`config.mk`:
```
export PLATFORM = sky130hd
export DESIGN_NAME = cfgdma_engine
export DESIGN_NICKNAME = d
export VERILOG_FILES = /design/src/rtl/cfgdma_pkg.sv /design/src/rtl/cfgdma_regs.sv /design/src/rtl/cfgdma_seq.sv /design/src/rtl/cfgdma_engine.sv
export SDC_FILE = /design/constraint.sdc
export NUM_CORES = 1
export LEC_CHECK = 0
export BUFFER_PORTS_ARGS = -buffer_cell sky130_fd_sc_hd__buf_4
export CORE_ASPECT_RATIO = 1.2
export CORE_UTILIZATION = 58
export DETAILED_ROUTE_END_ITERATION = 6
export PLACE_DENSITY_LB_ADDON = 0.08
export SETUP_SLACK_MARGIN = 0.2
export SYNTH_ARGS = -nofsm -noshare
export SYNTH_HDL_FRONTEND = slang
export SYNTH_SLANG_ARGS = --single-unit
```
`constraint.sdc`:
```
create_clock -name clk -period 4 [get_ports clk]
set_clock_uncertainty 0.05 [all_clocks]
set_input_delay 0.4 -clock clk [delete_from_list [all_inputs] [get_ports clk]]
set_output_delay 0.4 -clock clk [all_outputs]
set_load 0.02 [all_outputs]
```
`src/rtl/cfgdma_pkg.sv`:
```
package cfgdma_pkg;
  localparam int unsigned ADDR_W     = 64;
  localparam int unsigned CTL_W      = 32;
  localparam int unsigned KEY_W      = 16;
  localparam int unsigned DESC_BYTES = 16;
  localparam int unsigned STAT_BYTES = 4;

  localparam int unsigned CTL_ERR  = 0;
  localparam int unsigned CTL_READ = 1;
  localparam int unsigned CTL_SKIP = 2;
  localparam int unsigned CTL_SEL  = 3;

  typedef enum logic [2:0] {
    ST_IDLE,
    ST_FETCH,
    ST_DECODE,
    ST_MOVE,
    ST_WBACK
  } xfer_state_e;
endpackage

```
`src/rtl/cfgdma_regs.sv`:
```
module cfgdma_regs
  import cfgdma_pkg::*;
#(
  parameter logic [ADDR_W-1:0] SIG = 64'h4346_4758_4645_5231
) (
  input  logic              clk,
  input  logic              rst_n,
  input  logic              wr_en,
  input  logic [2:0]        wr_off,
  input  logic [3:0]        wr_size,
  input  logic [ADDR_W-1:0] wr_data,
  input  logic              busy,
  output logic              wr_err,
  output logic              start,
  output logic [ADDR_W-1:0] start_addr,
  input  logic [2:0]        rd_off,
  input  logic [3:0]        rd_size,
  output logic [ADDR_W-1:0] rd_data
);
  localparam int unsigned HALF = ADDR_W / 2;

  logic [ADDR_W-1:0] addr_q, addr_nxt;
  logic is_hi, is_lo, is_full, legal, accept;

  assign is_hi   = (wr_size == 4'd4) && (wr_off == 3'd0);
  assign is_lo   = (wr_size == 4'd4) && (wr_off == 3'd4);
  assign is_full = (wr_size == 4'd8) && (wr_off == 3'd0);
  assign legal   = is_hi || is_lo || is_full;
  assign accept  = wr_en && legal && !busy;
  assign wr_err  = wr_en && !(legal && !busy);
  assign start   = accept && (is_lo || is_full);

  always_comb begin
    addr_nxt = addr_q;
    if (is_hi)      addr_nxt = {wr_data[HALF-1:0], {HALF{1'b0}}};
    else if (is_lo) addr_nxt = addr_q | {{HALF{1'b0}}, wr_data[HALF-1:0]};
    else if (is_full) addr_nxt = wr_data;
  end
  assign start_addr = addr_nxt;

  always_ff @(posedge clk) begin
    if (!rst_n)      addr_q <= '0;
    else if (accept) addr_q <= start ? '0 : addr_nxt;
  end

  // signature window: big-endian byte slice, right-aligned
  logic [4:0]        span;
  logic [7:0]        shamt;
  logic [ADDR_W-1:0] mask;
  logic              rd_ok;
  assign span  = {2'b00, rd_off} + {1'b0, rd_size};
  assign rd_ok = (rd_size != 4'd0) && (span <= 5'd8);
  assign shamt = {5'd8 - span, 3'b000};
  assign mask  = ~({ADDR_W{1'b1}} << {rd_size, 3'b000});
  assign rd_data = rd_ok ? ((SIG >> shamt) & mask) : '0;
endmodule

```
`src/rtl/cfgdma_seq.sv`:
```
module cfgdma_seq
  import cfgdma_pkg::*;
#(
  parameter int unsigned ITEM_W = 32
) (
  input  logic              clk,
  input  logic              rst_n,
  input  logic              start,
  input  logic [ADDR_W-1:0] start_addr,
  output logic              busy,
  output logic              mem_req,
  input  logic              mem_gnt,
  output logic              mem_we,
  output logic [ADDR_W-1:0] mem_addr,
  output logic [7:0]        mem_wdata,
  input  logic [7:0]        mem_rdata,
  input  logic              mem_err,
  input  logic              item_valid,
  input  logic [ITEM_W-1:0] item_len,
  input  logic [ITEM_W-1:0] item_off,
  input  logic [7:0]        item_byte,
  output logic              sel_stb,
  output logic [KEY_W-1:0]  sel_key,
  output logic              adv_stb
);
  localparam int unsigned BUF_W  = DESC_BYTES * 8;
  localparam int unsigned CNT_W  = $clog2(DESC_BYTES);
  localparam int unsigned LEN_W  = 32;
  localparam logic [CNT_W-1:0] FETCH_LAST = CNT_W'(DESC_BYTES - 1);
  localparam logic [CNT_W-1:0] WB_LAST    = CNT_W'(STAT_BYTES - 1);

  xfer_state_e       state_q;
  logic [ADDR_W-1:0] desc_q, tgt_q;
  logic [BUF_W-1:0]  buf_q;
  logic [CNT_W-1:0]  cnt_q;
  logic [LEN_W-1:0]  rem_q;
  logic              rd_mode_q, status_q;
  logic [CTL_W-1:0]  ctl;
  logic              in_item, beat, moving;

  assign ctl     = buf_q[BUF_W-1 -: CTL_W];
  assign in_item = item_valid && (item_off < item_len);
  assign moving  = (state_q == ST_MOVE) && (rem_q != '0);
  assign busy    = (state_q != ST_IDLE);

  always_comb begin
    mem_req   = 1'b0;
    mem_we    = 1'b1;
    mem_addr  = desc_q + ADDR_W'(cnt_q);
    mem_wdata = 8'h00;
    unique case (state_q)
      ST_FETCH: begin mem_req = 1'b1; mem_we = 1'b0; end
      ST_WBACK: begin
        mem_req   = 1'b1;
        mem_wdata = (cnt_q == WB_LAST) ? {7'b0, status_q} : 8'h00;
      end
      ST_MOVE: begin
        mem_req   = moving && rd_mode_q;
        mem_addr  = tgt_q;
        mem_wdata = in_item ? item_byte : 8'h00;
      end
      default: ;
    endcase
  end

  assign beat    = mem_req && mem_gnt;
  assign sel_stb = (state_q == ST_DECODE) && ctl[CTL_SEL];
  assign sel_key = ctl[CTL_W-1 -: KEY_W];
  assign adv_stb = moving && in_item && (rd_mode_q ? mem_gnt : 1'b1);

  always_ff @(posedge clk) begin
    if (!rst_n) begin
      state_q   <= ST_IDLE;
      desc_q    <= '0;
      tgt_q     <= '0;
      buf_q     <= '0;
      cnt_q     <= '0;
      rem_q     <= '0;
      rd_mode_q <= 1'b0;
      status_q  <= 1'b0;
    end else begin
      unique case (state_q)
        ST_IDLE: if (start) begin
          desc_q   <= start_addr;
          cnt_q    <= '0;
          status_q <= 1'b0;
          state_q  <= ST_FETCH;
        end
        ST_FETCH: if (beat) begin
          buf_q <= {buf_q[BUF_W-9:0], mem_rdata};
          cnt_q <= cnt_q + 1'b1;
          if (mem_err) begin
            status_q <= 1'b1;
            cnt_q    <= '0;
            state_q  <= ST_WBACK;
          end else if (cnt_q == FETCH_LAST) begin
            state_q <= ST_DECODE;
          end
        end
        ST_DECODE: begin
          tgt_q     <= buf_q[ADDR_W-1:0];
          rd_mode_q <= ctl[CTL_READ];
          rem_q     <= (ctl[CTL_READ] || ctl[CTL_SKIP]) ?
                       buf_q[ADDR_W +: LEN_W] : '0;
          cnt_q     <= '0;
          state_q   <= ST_MOVE;
        end
        ST_MOVE: begin
          if (rem_q == '0) begin
            cnt_q   <= '0;
            state_q <= ST_WBACK;
          end else if (rd_mode_q) begin
            if (beat) begin
              tgt_q <= tgt_q + 1'b1;
              rem_q <= rem_q - 1'b1;
              if (mem_err) begin
                status_q <= 1'b1;
                state_q  <= ST_WBACK;
              end
            end
          end else begin
            rem_q <= in_item ? rem_q - 1'b1 : '0;
          end
        end
        ST_WBACK: if (beat) begin
          cnt_q <= cnt_q + 1'b1;
          if (cnt_q == WB_LAST) state_q <= ST_IDLE;
        end
        default: state_q <= ST_IDLE;
      endcase
    end
  end

  logic unused_ctl;
  assign unused_ctl = ^{ctl[CTL_W-KEY_W-1:CTL_SEL+1], ctl[CTL_ERR]};
endmodule

```
`src/rtl/cfgdma_engine.sv`:
```
module cfgdma_engine
  import cfgdma_pkg::*;
#(
  parameter int unsigned ITEM_W = 32,
  parameter logic [63:0] SIG    = 64'h4346_4758_4645_5231
) (
  input  logic              clk,
  input  logic              rst_n,
  input  logic              reg_wr_en,
  input  logic [2:0]        reg_wr_offset,
  input  logic [3:0]        reg_wr_size,
  input  logic [63:0]       reg_wr_data,
  output logic              reg_wr_err,
  input  logic [2:0]        reg_rd_offset,
  input  logic [3:0]        reg_rd_size,
  output logic [63:0]       reg_rd_data,
  output logic              busy,
  output logic              mem_req,
  input  logic              mem_gnt,
  output logic              mem_we,
  output logic [63:0]       mem_addr,
  output logic [7:0]        mem_wdata,
  input  logic [7:0]        mem_rdata,
  input  logic              mem_err,
  input  logic              item_valid,
  input  logic [ITEM_W-1:0] item_len,
  input  logic [ITEM_W-1:0] item_off,
  input  logic [7:0]        item_byte,
  output logic              sel_stb,
  output logic [15:0]       sel_key,
  output logic              adv_stb
);
  logic              start;
  logic [ADDR_W-1:0] start_addr;

  cfgdma_regs #(.SIG(SIG)) u_regs (
    .clk(clk), .rst_n(rst_n),
    .wr_en(reg_wr_en), .wr_off(reg_wr_offset), .wr_size(reg_wr_size),
    .wr_data(reg_wr_data), .busy(busy), .wr_err(reg_wr_err),
    .start(start), .start_addr(start_addr),
    .rd_off(reg_rd_offset), .rd_size(reg_rd_size), .rd_data(reg_rd_data)
  );

  cfgdma_seq #(.ITEM_W(ITEM_W)) u_seq (
    .clk(clk), .rst_n(rst_n), .start(start), .start_addr(start_addr),
    .busy(busy), .mem_req(mem_req), .mem_gnt(mem_gnt), .mem_we(mem_we),
    .mem_addr(mem_addr), .mem_wdata(mem_wdata), .mem_rdata(mem_rdata),
    .mem_err(mem_err), .item_valid(item_valid), .item_len(item_len),
    .item_off(item_off), .item_byte(item_byte), .sel_stb(sel_stb),
    .sel_key(sel_key), .adv_stb(adv_stb)
  );
endmodule

```
==> impl_table.tex <==
\begin{tabular}{lr}
\hline
Metric & Value \\
\hline
\multicolumn{2}{l}{\textbf{Setup path}} \\
\quad Largest incremental delay on the critical path & about 0.61 ns \\
\quad Element type at the critical path end & output port \\
\quad Worst reg2reg setup slack & 0.72 ns \\
\quad Critical-path top delay cell & a2111oi\_1 \\
\quad Required time of the worst setup path & 3.55 ns \\
\quad Arrival time reported for the critical path endpoint & 3.26 ns \\
\quad Cells along the critical path & buf\_4 > ha\_1 > inv\_1 > ha\_1 > clkinv\_1 > a2111oi\_1 > o21bai\_1 > buf\_4 \\
\quad Maximum net fanout on the critical path & 16 \\
\quad Critical path start-end classification & in -> out \\
\quad CP Launch Type & primary input \\
\multicolumn{2}{l}{\textbf{Final layout}} \\
\quad Most common cell after layout, fill and taps aside & nand2\_1 \\
\quad Commonest non-fill, non-tap cells in the layout & nand2\_1, dfxtp\_1, buf\_4, a21oi\_1, nor2\_1 \\
\quad Final \#Nets & a little over 3000 \\
\quad Share of final-layout standard cells stronger than drive strength 1 & 0.1604 \\
\quad Area Growth Syn to Fin & 17.88\% \\
\quad Finished Layout Cells & roughly 3400 \\
\multicolumn{2}{l}{\textbf{STA}} \\
\quad Share of the clock period used by the worst path & 0.9265 \\
\quad Tightest slew margin relative to the limit & 0.09406 \\
\quad Final number of hold-violating endpoints & 0 \\
\quad Fin Hold WS & $\sim$0.047 ns \\
\quad Highest clock frequency the design can meet & 0.2698 GHz \\
\quad Min Clock Period, post-route & roughly 3.7 ns \\
\quad Final-report max-slew violation count & 0 \\
\quad RSZ-0062 raised after global routing & no \\
\quad Least-Margin Pin Slew & 1.359 ns \\
\quad Setup TNS & 0 ns \\
\quad Setup-failing EPs final & 0 \\
\multicolumn{2}{l}{\textbf{Power}} \\
\quad Power Density & around 350 nW/um2 \\
\quad Max IR drop VDD & $\sim$0.34 mV \\
\quad Static leakage power & 8.960 nW \\
\multicolumn{2}{l}{\textbf{Yosys}} \\
\quad Synth Register Bits & 361 \\
\quad Unique cell type count in the Yosys netlist & 87 \\
\quad Number of warnings printed during yosys synthesis & 0 \\
\quad Number of cells produced by synthesis & approximately 2700 \\
\quad Synthesized area & between 20000 and 25000 um2 \\
\quad Fraction of registers with async set/reset & 0 \\
\quad Per-instance average area after synthesis & between 7 and 8 um2 \\
\quad Top\_reg\_cell synth & dfxtp\_1 \\
\quad Part of the Yosys area used for sequential elements & 0.3593 \\
\quad Post-synth EDFFs & 0 \\
\multicolumn{2}{l}{\textbf{Placement}} \\
\quad Final GP Congestion & approximately 1 \\
\quad Final HPWL from detailed placement & a little under 50000 um \\
\quad Total instance count after detailed placement & between 3000 and 4000 \\
\quad Number of input and output port buffers inserted & $\sim$300 \\
\multicolumn{2}{l}{\textbf{GRT}} \\
\quad Number of global-route vias before repair & 19610 \\
\quad Initial antenna violation count & 0 \\
\quad Total overflow reported by the global router & 0 \\
\quad Global-route wire length before repair & between 100000 and 150000 um \\
\quad Largest net degree at the start of global routing & between 100 and 150 \\
\quad Total routing resource utilization after global routing & 0.3762 \\
\multicolumn{2}{l}{\textbf{Clock network}} \\
\quad Clock root buffer master & clkbuf\_16 \\
\quad Clk pin slew, worst setup/hold paths & approximately 0.060 ns \\
\quad Maximum clock insertion buffer count & 3 \\
\quad Clock tree from TritonCTS & built \\
\quad Clock buffers created by TritonCTS & 38 \\
\quad CTS Sinks & between 300 and 400 \\
\quad Number of H-tree levels & 2 \\
\quad Clock latency on the worst-skew pair & 0.55 ns \\
\multicolumn{2}{l}{\textbf{Floorplan}} \\
\quad Die X & 172 um \\
\quad \# rows & between 70 and 80 \\
\quad Die ar. & roughly 35000 um2 \\
\quad Initial Utilization & 0.5903 \\
\quad Vertical die dimension & approximately 200 um \\
\quad Io pins & roughly 320 \\
\quad Core outline area & 34070 um2 \\
\multicolumn{2}{l}{\textbf{Detailed routing}} \\
\quad Violation count after the first detailed-routing iteration & between 2000 and 2500 \\
\quad Remaining design rule violation count & 0 \\
\quad Vias post-DR & $\sim$21000 \\
\quad TritonRoute pass-1 iters & 6 \\
\quad Routed Wire Length & roughly 68000 um \\
\quad Wire length per cell after detailed routing & approximately 20 um \\
\quad Antenna Nets Post-Route & 0 \\
\quad Number of vias per cell & approximately 6.2 \\
\multicolumn{2}{l}{\textbf{Outcome}} \\
\quad Run status & finished clean \\
\multicolumn{2}{l}{\textbf{Job}} \\
\quad Max-cap check violation count & 0 \\
\multicolumn{2}{l}{\textbf{Worst hold path}} \\
\quad Type of the worst min-delay path & in -> reg \\
\hline
\end{tabular}
[through the flow]
step | area, um2 | utilization | power (W) | worst slack [ns]
2_1_floorplan | 20190 | - | 0.004229 | 0.2566
3_3_place_gp | 22280 | 0.6540 | 0.004552 | 0.4577
3_5_place_dp | 22280 | 0.6540 | 0.004570 | 0.2831
4_1_cts | 23640 | 0.6939 | 0.008253 | 0.1732
5_1_grt | 23710 | 0.6958 | 0.008467 | 0.2164
6_report | 23710 | 0.6959 | 0.008258 | 0.2942
[logic make-up (layout without fill, tap and decap cells)]
kind of cell             count (synthesis)  in the layout  synth area share
flip-flops                             361            361            0.3593
buffers and inverters                  301            473           0.06867
other                                    1             23         0.0001864
XOR/XNOR                                64             64           0.02855
adder cells (fa/ha/maj)                 45             45           0.02874
multiplexers                            33             33           0.01642
AND/OR/NAND/NOR                       1206           1206            0.2822
AO/OA/AOI/OAI                          726            726            0.2159
[Yosys cell counts (11+ instances only)]
| cell type | instances | area share |
|---|---|---|
| a22oi_1 | 84 | 0.031 |
| and4_1 | 19 | 0.0083 |
| o22ai_1 | 18 | 0.0056 |
| xnor2_1 | 26 | 0.011 |
| nand2b_1 | 11 | 0.0034 |
| nand3_1 | 86 | 0.021 |
| nand2_1 | 531 | 0.099 |
| a21oi_1 | 322 | 0.080 |
| ha_1 | 43 | 0.027 |
| buf_4 | 50 | 0.019 |
| nor3_1 | 48 | 0.012 |
| o211ai_1 | 14 | 0.0052 |
| nor4_1 | 24 | 0.0075 |
| o21ai_1 | 24 | 0.0060 |
| or3_1 | 26 | 0.0081 |
| and3_1 | 68 | 0.021 |
| buf_2 | 33 | 0.0082 |
| dfxtp_1 | 361 | 0.36 |
| nor2_1 | 250 | 0.047 |
| nand4_1 | 50 | 0.016 |
| and2_1 | 26 | 0.0081 |
| inv_1 | 57 | 0.011 |
| xor2_1 | 37 | 0.016 |
| a31oi_1 | 50 | 0.016 |
| o21ai_0 | 120 | 0.030 |
| clkbuf_1 | 146 | 0.027 |
| mux2i_1 | 33 | 0.016 |
[critical path: cells and delay by family]
kind,cells,cell delay (ns)
buffers and inverters,4,0.87
adders and majority gates,2,1.17
AOI/OAI and AO/OA,2,0.80
[routing by layer]
layer	up-vias	wire length [um]	GRT usage
met2	1042	32680	0.6397
met4	0	3298	0.1754
met5	-	0	0
met3	203	5015	0.05285
met1	9992	27160	0.4673
li1	9908	-	-
[flip-flops by register name, indices dropped and copies added, names as in the netlist]
signal           flops
u_regs.addr_q       64
u_seq.buf_q        128
u_seq.cnt_q          4
u_seq.desc_q        64
u_seq.rd_mode_q      1
u_seq.rem_q         32
u_seq.state_q        3
u_seq.status_q       1
u_seq.tgt_q         64
[worst paths after layout]
check | from | end | cells after the start
worst max register to register | u_seq.state_q[1] | u_seq.tgt_q[40] | 6
worst min-delay path | mem_rdata[1] | u_seq.buf_q[1] | 3
worst max-delay path | reg_rd_size[0] | reg_rd_data[25] | 8
worst min register to register | u_seq.buf_q[107] | u_seq.buf_q[115] | 2
[power by group]
part	total, W	internal (W)	switching [W]
sequential	0.00362	0.00360	0.0000174
clock	0.00375	0.00222	0.00153
combinational	0.000889	0.000319	0.000569
total	0.00826	0.00614	0.00212
[timing repair]
action                                  4_1_cts  5_1_grt
endpoints found under the setup margin       21       29
pin swaps                                     1        3
hold buffers                                  0        0
cloned                                        0        1
gates resized for setup                       8       17
setup buffers                                 0        2
[layout make-up]
cell class / count / area [um2]
clock buffers: 53 / 1150
repair buffers: 345 / 2645
well taps: 456 / 570.5
diodes: 1 / 2.502
inverters: 59 / 229.0
multi-input cells: 2096 / 11690
flip-flops and latches: 361 / 7228
fillers: 2941 / 10360
clock inverters: 16 / 192.7
Power figures use the tool's default switching activity.
